**src/rtl/vic_pkg.sv**
```systemverilog
`timescale 1ns/1ps
package vic_pkg;
  localparam int unsigned ADDR_W = 4;
  localparam int unsigned DATA_W = 32;
  localparam int unsigned PRIO_W = 4;
  localparam int unsigned MASK_W = 5;
  localparam int unsigned VEC_W  = 16;

  localparam logic [ADDR_W-1:0] A_MASK  = 4'd0;
  localparam logic [ADDR_W-1:0] A_ENSET = 4'd1;
  localparam logic [ADDR_W-1:0] A_ENCLR = 4'd2;
  localparam logic [ADDR_W-1:0] A_EN0   = 4'd3;
  localparam logic [ADDR_W-1:0] A_TYP0  = 4'd5;
  localparam logic [ADDR_W-1:0] A_VEC   = 4'd7;
  localparam logic [ADDR_W-1:0] A_PRIO0 = 4'd8;

  localparam logic [MASK_W-1:0] MASK_RST = '1;
  localparam logic [VEC_W-1:0]  VEC_NONE = '1;
endpackage

```
**src/rtl/vic_regs.sv**
```systemverilog
`timescale 1ns/1ps
module vic_regs
  import vic_pkg::*;
#(
  parameter int unsigned NUM_SRC = 64
) (
  input  logic                            clk_i,
  input  logic                            rst_ni,
  input  logic [ADDR_W-1:0]               addr_i,
  input  logic                            we_i,
  input  logic [DATA_W-1:0]               wdata_i,
  input  logic [VEC_W-1:0]                vec_i,
  output logic [DATA_W-1:0]               rdata_o,
  output logic [NUM_SRC-1:0]              en_o,
  output logic [NUM_SRC-1:0]              typ_o,
  output logic [NUM_SRC-1:0][PRIO_W-1:0]  prio_o,
  output logic [MASK_W-1:0]               mask_o
);
  localparam int unsigned IW         = $clog2(NUM_SRC);
  localparam int unsigned EN_WORDS   = NUM_SRC / DATA_W;
  localparam int unsigned PER_PWORD  = DATA_W / PRIO_W;
  localparam int unsigned PRIO_WORDS = NUM_SRC / PER_PWORD;

  logic [NUM_SRC-1:0]             en_q, en_d, typ_q, typ_d;
  logic [NUM_SRC-1:0][PRIO_W-1:0] pr_q, pr_d;
  logic [MASK_W-1:0]              mask_q, mask_d;
  logic                           idx_ok;
  logic [IW-1:0]                  idx;

  assign idx_ok = (wdata_i < DATA_W'(NUM_SRC));
  assign idx    = wdata_i[IW-1:0];

  always_comb begin
    en_d   = en_q;
    typ_d  = typ_q;
    pr_d   = pr_q;
    mask_d = mask_q;
    if (we_i) begin
      if (addr_i == A_MASK) mask_d = wdata_i[MASK_W-1:0];
      if (addr_i == A_ENSET && idx_ok) en_d[idx] = 1'b1;
      if (addr_i == A_ENCLR && idx_ok) en_d[idx] = 1'b0;
      for (int w = 0; w < EN_WORDS; w++) begin
        if (addr_i == ADDR_W'(A_EN0 + w))  en_d[w*DATA_W +: DATA_W]  = wdata_i;
        if (addr_i == ADDR_W'(A_TYP0 + w)) typ_d[w*DATA_W +: DATA_W] = wdata_i;
      end
      for (int r = 0; r < PRIO_WORDS; r++) begin
        if (addr_i == ADDR_W'(A_PRIO0 + r)) begin
          for (int s = 0; s < PER_PWORD; s++)
            pr_d[r*PER_PWORD+s] = wdata_i[s*PRIO_W +: PRIO_W];
        end
      end
    end
  end

  always_ff @(posedge clk_i or negedge rst_ni) begin
    if (!rst_ni) begin
      en_q   <= '0;
      typ_q  <= '0;
      pr_q   <= '0;
      mask_q <= MASK_RST;
    end else begin
      en_q   <= en_d;
      typ_q  <= typ_d;
      pr_q   <= pr_d;
      mask_q <= mask_d;
    end
  end

  always_comb begin
    rdata_o = '0;
    if (addr_i == A_MASK) rdata_o[MASK_W-1:0] = mask_q;
    if (addr_i == A_VEC)  rdata_o[VEC_W-1:0]  = vec_i;
    for (int w = 0; w < EN_WORDS; w++) begin
      if (addr_i == ADDR_W'(A_EN0 + w))  rdata_o = en_q[w*DATA_W +: DATA_W];
      if (addr_i == ADDR_W'(A_TYP0 + w)) rdata_o = typ_q[w*DATA_W +: DATA_W];
    end
    for (int r = 0; r < PRIO_WORDS; r++) begin
      if (addr_i == ADDR_W'(A_PRIO0 + r)) begin
        for (int s = 0; s < PER_PWORD; s++)
          rdata_o[s*PRIO_W +: PRIO_W] = pr_q[r*PER_PWORD+s];
      end
    end
  end

  assign en_o   = en_q;
  assign typ_o  = typ_q;
  assign prio_o = pr_q;
  assign mask_o = mask_q;


  a_r1_set_hits: assert property (@(posedge clk_i) disable iff (!rst_ni)
    (we_i && addr_i == A_ENSET && idx_ok) |=> en_q[$past(idx)]);
  a_r1_set_single: assert property (@(posedge clk_i) disable iff (!rst_ni)
    (we_i && addr_i == A_ENSET && idx_ok) |=> ($countones(en_q ^ $past(en_q)) <= 1));

  a_r2_clr_hits: assert property (@(posedge clk_i) disable iff (!rst_ni)
    (we_i && addr_i == A_ENCLR && idx_ok) |=> !en_q[$past(idx)]);
  a_r2_clr_single: assert property (@(posedge clk_i) disable iff (!rst_ni)
    (we_i && addr_i == A_ENCLR && idx_ok) |=> ($countones(en_q ^ $past(en_q)) <= 1));

  a_r3_oor_ignored: assert property (@(posedge clk_i) disable iff (!rst_ni)
    (we_i && (addr_i == A_ENSET || addr_i == A_ENCLR) && !idx_ok) |=> $stable(en_q));
endmodule

```
**src/rtl/vic_qual.sv**
```systemverilog
`timescale 1ns/1ps
module vic_qual
  import vic_pkg::*;
#(
  parameter int unsigned NUM_SRC = 64
) (
  input  logic [NUM_SRC-1:0]             src_i,
  input  logic [NUM_SRC-1:0]             en_i,
  input  logic [NUM_SRC-1:0]             typ_i,
  input  logic [NUM_SRC-1:0][PRIO_W-1:0] prio_i,
  input  logic [MASK_W-1:0]              mask_i,
  output logic [NUM_SRC-1:0]             nq_o,
  output logic [NUM_SRC-1:0]             fq_o
);
  localparam logic [MASK_W-1:0] MASK_OFF_AT = MASK_W'((1 << PRIO_W) - 1);

  logic mask_off;
  assign mask_off = (mask_i >= MASK_OFF_AT);

  for (genvar k = 0; k < NUM_SRC; k++) begin : g_src
    logic live;
    assign live    = en_i[k] & src_i[k];
    assign nq_o[k] = live & ~typ_i[k] & (mask_off | (MASK_W'(prio_i[k]) > mask_i));
    assign fq_o[k] = live & typ_i[k];
  end
endmodule

```
**src/rtl/vic_arb.sv**
```systemverilog
`timescale 1ns/1ps
module vic_arb
  import vic_pkg::*;
#(
  parameter int unsigned NUM_SRC = 64,
  localparam int unsigned IW     = $clog2(NUM_SRC)
) (
  input  logic [NUM_SRC-1:0]             valid_i,
  input  logic [NUM_SRC-1:0][PRIO_W-1:0] prio_i,
  output logic                           any_o,
  output logic [IW-1:0]                  idx_o
);
  localparam int unsigned NODES = 2 * NUM_SRC - 1;
  localparam int unsigned LEAF0 = NUM_SRC - 1;

  logic [NODES-1:0]             v;
  logic [NODES-1:0][PRIO_W-1:0] p;
  logic [NODES-1:0][IW-1:0]     ix;

  for (genvar j = 0; j < NUM_SRC; j++) begin : g_leaf
    assign v[LEAF0+j]  = valid_i[j];
    assign p[LEAF0+j]  = prio_i[j];
    assign ix[LEAF0+j] = IW'(j);
  end

  // heap tree: right child covers higher line numbers, so >= gives ties to it
  for (genvar i = 0; i < NUM_SRC - 1; i++) begin : g_node
    logic take_r;
    assign take_r = v[2*i+2] && (!v[2*i+1] || p[2*i+2] >= p[2*i+1]);
    assign v[i]   = v[2*i+1] | v[2*i+2];
    assign p[i]   = take_r ? p[2*i+2]  : p[2*i+1];
    assign ix[i]  = take_r ? ix[2*i+2] : ix[2*i+1];
  end

  assign any_o = v[0];
  assign idx_o = ix[0];

  always_comb begin
    if (v[0]) begin
      a_r9_winner_live: assert (valid_i[ix[0]]);
    end
  end
endmodule

```
**src/rtl/vic_top.sv**
```systemverilog
`timescale 1ns/1ps
module vic_top
  import vic_pkg::*;
#(
  parameter int unsigned NUM_SRC = 64
) (
  input  logic               clk_i,
  input  logic               rst_ni,
  input  logic [NUM_SRC-1:0] src_i,
  input  logic [ADDR_W-1:0]  addr_i,
  input  logic               we_i,
  input  logic [DATA_W-1:0]  wdata_i,
  output logic [DATA_W-1:0]  rdata_o,
  output logic               irq_o,
  output logic               fiq_o,
  output logic [VEC_W-1:0]   vec_o
);
  localparam int unsigned IW = $clog2(NUM_SRC);

  logic [NUM_SRC-1:0]             en, typ, nq, fq;
  logic [NUM_SRC-1:0][PRIO_W-1:0] prio;
  logic [MASK_W-1:0]              mask;
  logic                           any;
  logic [IW-1:0]                  win;
  logic                           irq_q, fiq_q;
  logic [VEC_W-1:0]               vec_q;

  vic_regs #(.NUM_SRC(NUM_SRC)) u_regs (
    .clk_i   (clk_i),
    .rst_ni  (rst_ni),
    .addr_i  (addr_i),
    .we_i    (we_i),
    .wdata_i (wdata_i),
    .vec_i   (vec_q),
    .rdata_o (rdata_o),
    .en_o    (en),
    .typ_o   (typ),
    .prio_o  (prio),
    .mask_o  (mask)
  );

  vic_qual #(.NUM_SRC(NUM_SRC)) u_qual (
    .src_i  (src_i),
    .en_i   (en),
    .typ_i  (typ),
    .prio_i (prio),
    .mask_i (mask),
    .nq_o   (nq),
    .fq_o   (fq)
  );

  vic_arb #(.NUM_SRC(NUM_SRC)) u_arb (
    .valid_i (nq),
    .prio_i  (prio),
    .any_o   (any),
    .idx_o   (win)
  );

  always_ff @(posedge clk_i or negedge rst_ni) begin
    if (!rst_ni) begin
      irq_q <= 1'b0;
      fiq_q <= 1'b0;
      vec_q <= VEC_NONE;
    end else begin
      irq_q <= |nq;
      fiq_q <= |fq;
      vec_q <= any ? VEC_W'(win) : VEC_NONE;
    end
  end

  assign irq_o = irq_q;
  assign fiq_o = fiq_q;
  assign vec_o = vec_q;

  // vector and request line come from separate logic and must agree
  a_r9_vec_matches_irq: assert property (@(posedge clk_i) disable iff (!rst_ni)
    irq_o == (vec_o != VEC_NONE));

  a_r10_irq_needs_level: assert property (@(posedge clk_i) disable iff (!rst_ni)
    irq_o |-> $past(|src_i));

  a_r5_fiq_needs_level: assert property (@(posedge clk_i) disable iff (!rst_ni)
    fiq_o |-> $past(|src_i));

  a_r9_vec_in_range: assert property (@(posedge clk_i) disable iff (!rst_ni)
    (vec_o == VEC_NONE) || (vec_o < VEC_W'(NUM_SRC)));
endmodule

```
**config.mk**
```make
export PLATFORM = sky130hd
export DESIGN_NAME = vic_top
export DESIGN_NICKNAME = d
export VERILOG_FILES = /design/src/rtl/vic_pkg.sv /design/src/rtl/vic_regs.sv /design/src/rtl/vic_qual.sv /design/src/rtl/vic_arb.sv /design/src/rtl/vic_top.sv
export SDC_FILE = /design/constraint.sdc
export NUM_CORES = 2
export LEC_CHECK = 0
export CAP_MARGIN = 0
export CORE_ASPECT_RATIO = 1.2
export CORE_MARGIN = 2
export CORE_UTILIZATION = 35
export CTS_CLUSTER_DIAMETER = 150
export DETAILED_ROUTE_END_ITERATION = 8
export GPL_ROUTABILITY_DRIVEN = 0
export PLACE_DENSITY = 0.51
export REMOVE_ABC_BUFFERS = 1
export SLEW_MARGIN = 20
export SYNTH_ARGS = -nofsm -noshare
export SYNTH_HDL_FRONTEND = slang
export SYNTH_SLANG_ARGS = --single-unit
```
**constraint.sdc**
```tcl
create_clock -name clk_i -period 12.11 [get_ports clk_i]
set_input_delay 1.211 -clock clk_i [delete_from_list [all_inputs] [get_ports clk_i]]
set_output_delay 1.211 -clock clk_i [all_outputs]
set_load 0.02 [all_outputs]
```
==> impl_metrics.csv <==
group,metric,value,unit
worst_setup_path,arrival,12.09,ns
timing,fin_setup_tns,0,ns
clock_tree,clk_pin_slew,0.06,ns
power,power,10.37,mW
power,p_per_area,253.5,mW/mm^2
global_route,antenna_found_initial,8,
detailed_routing,routed_wirelength,164.8,mm
synth,synth-main-ff-cell,"dfrtp_1",
timing,min_period,11.54,ns
finish,area_growth,14.87,%
finish,final_nets,4687,
worst_setup_path,start_kind,"flip-flop",
global_route,track_usage,31.03,%
power,p_sw,4.984,mW
power,pwr-share-clk,14.9,%
hold_path,whs_endpoint,"u_regs.prio_o[36]",
worst_setup_path,crit_top_cell,"a21o_1",
clock_tree,numCtsBuffers,49,
die,initial_core_util,35.18,%
run_status,status,"finished clean",
placement,dp_hpwl,126.0,mm
die,row_count,128,
worst_setup_path,crit_path_end_kind,"flip-flop",
detailed_routing,drt-pass1-iter-count,8,
worst_setup_path,required,12.66,ns
worst_setup_path,crit_start,"u_regs.mask_o[2]",
finish,final_common_cell,"ha_1",
detailed_routing,num_vias,33530,
synth,synth_cells,3931,
finish,final_cell_mix,"ha_1, a21oi_1, dfrtp_1",
synth,synth_cell_types,93,
global_route,grt_max_degree,135,
die,die_y,353.4,um
detailed_routing,wire_per_inst,30.01,um
hold_path,hold_depth,1,
power,power.share.sequential,22.3,%
detailed_routing,drtIter0Drc,3573,
clock_tree,cts_hold_buf,0,
clock_tree,cts-root-buf,"clkbuf_16",
die,die_area,0.1043,mm^2
worst_setup_path,crit_slowest_cell,"dfstp_2",
worst_setup_path,regToRegStartpoint,"u_regs.mask_o[2]",
synth,async_flop_share,100.0,%
finish,layout-drive-gt1-share,16.60,%
hold_path,hp-class,"reg2reg",
hold_path,hold_start,"u_regs.prio_o[36]",
detailed_routing,via_per_inst,6.106,
worst_setup_path,slowest_delay,0.61,ns
timing,worst_pin_slew,1.344,ns
clock_tree,clockBufferDepth,3,
power,comb_power_share,62.8,%
synth,ys_seq_area_share,28.01,%
timing,report.final.slew_viol_count,0,
timing,fin_crit_sh,95.30,%
timing,hold_viol,0,
power,internal_power,5.384,mW
clock_tree,clk_latency,0.64,ns
power,sw_frac_of_total,48.07,%
timing,finalSetupViolCount,0,
timing,slew-limit-headroom,10.39,%
die,chipWidth,295.2,um
clock_tree,cts_setup_buffers,0,
global_route,grt_pass1_wl,233.2,mm
clock_tree,cts_resized,0,
global_route,grt_pass1_vias,31630,
synth,syn_area,0.03561,mm^2
detailed_routing,drc,0,
worst_setup_path,reg2reg_depth,52,
finish,fillCellCount,10200,
clock_tree,tritoncts,"yes",
synth,synth.avg_cell_area,9.059,um^2
worst_setup_path,worst-setup-path-type,"reg2reg",
timing,fin_skew,0.02490,ns
synth,ys_ff_latch,398,
worst_setup_path,r2r_end,"vec_o[0]",
timing,grt_setup_unrepaired,"no",
timing,fmax,0.08665,GHz
clock_tree,htreeDepth,2,
die,ios,153,
worst_setup_path,r2r_setup_slack,0.57,ns
worst_setup_path,crit_fanout,20,
detailed_routing,ant_nets,0,
synth,yosysWarnings,0,
synth,synth-edff-count,0,
die,core,0.1012,mm^2
power,cellLeakagePower,18.44,nW
placement,place.port_buffers,152,
job,maxCapViolCount,0,
clock_tree,numClockSinks,398,
power,peakVddDrop,0.3665,mV
global_route,gr-total-overflow,0,
[power by group through the flow]
stage	sequential, mW	clock [mW]	combinational (mW)
global route	2.33	1.61	7.20
global placement	2.30	0	6.25
detailed placement	2.30	0	6.33
CTS	2.28	1.57	6.38
finish	2.31	1.54	6.51
floorplan	2.00	0	4.37
[metrics by stage]
step           hold slack (ns)  area (um^2)  utilization [%]  instances  setup WS (ns)
6_report                0.5044        40900            40.41       5492         0.5691
5_1_grt                 0.5258        40890            40.40       5485        0.02284
4_1_cts                 0.5088        40840            40.35       5485         0.2823
3_5_place_dp            0.4951        39220            38.75       5394         0.2697
3_3_place_gp            0.4869        39220            38.75       5394         0.3411
2_1_floorplan           0.4795        34790                -       3741          1.119
[synth_stat cells (59+ instances only)]
cell type,count,share of area [%]
nor2_1,233,2.5
ha_1,504,18
nor3_1,63,0.89
mux2i_1,129,3.6
a21o_1,85,1.8
clkbuf_1,129,1.4
nand3_1,84,1.2
mux2_2,370,12
nand4_1,59,1.0
inv_1,302,3.2
a21oi_1,466,6.5
dfrtp_1,386,27
nand2_1,204,2.2
o21ai_0,157,2.2
nand2b_1,69,1.2
a211oi_1,106,2.2
[routing by layer]
metal	GRT usage (%)	vias up	share of wire [%]	wire length [um]
li1	-	14960	-	-
met1	39.73	16530	41	66800
met2	49.11	1621	45	73820
met3	4.670	425	7.4	12160
met4	18.91	6	7.2	11940
met5	0	-	0.056	92
[critical path, delay by kind of cell, from the launching register on]
family	cells	cell delay [ns]
muxes	4	1.27
buffers and inverters	6	1.01
AOI/OAI and AO/OA	27	5.32
adders and majority gates	6	1.69
DFF	1	0.61
and+or+nand+nor	9	1.52
[state kept, by name, summed over array words and instances (netlist names)]
signal / flops
irq_o: 1
u_regs.typ_o: 64
u_regs.en_o: 64
u_regs.prio_o: 256
u_regs.mask_o: 5
vec_o: 7
fiq_o: 1
[logic make-up (layout without fill, tap and decap cells)]
kind of cell	count (synthesis)	count (layout)	synth area share (%)
buffers and inverters	492	681	5.478
and+or+nand+nor	873	873	12.15
adders and majority gates	504	504	17.71
muxes	504	504	15.56
AOI/OAI and AO/OA	1160	1160	21.09
other	0	7	0
DFF	398	398	28.01
[worst max path at each step]
stage	slack, ns	end	depth (start not counted)
floorplan	1.12	vec_o[0]	47
global placement	0.34	vec_o[0]	46
detailed placement	0.27	vec_o[0]	46
CTS	0.28	vec_o[0]	49
global route	0.02	vec_o[2]	52
finish	0.57	vec_o[0]	52
[layout make-up]
cell class	instances	area [um^2]	share of cell area, %
inverters	302	1140	2.787
well taps	1365	1708	4.175
clock buffers	66	1350	3.300
diodes	7	17.52	0.04282
repair buffers	288	2611	6.384
multi-input cells	3041	23830	58.27
clock inverters	25	265.3	0.6485
flip-flops and latches	398	9978	24.39
Power figures use the tool's default switching activity.
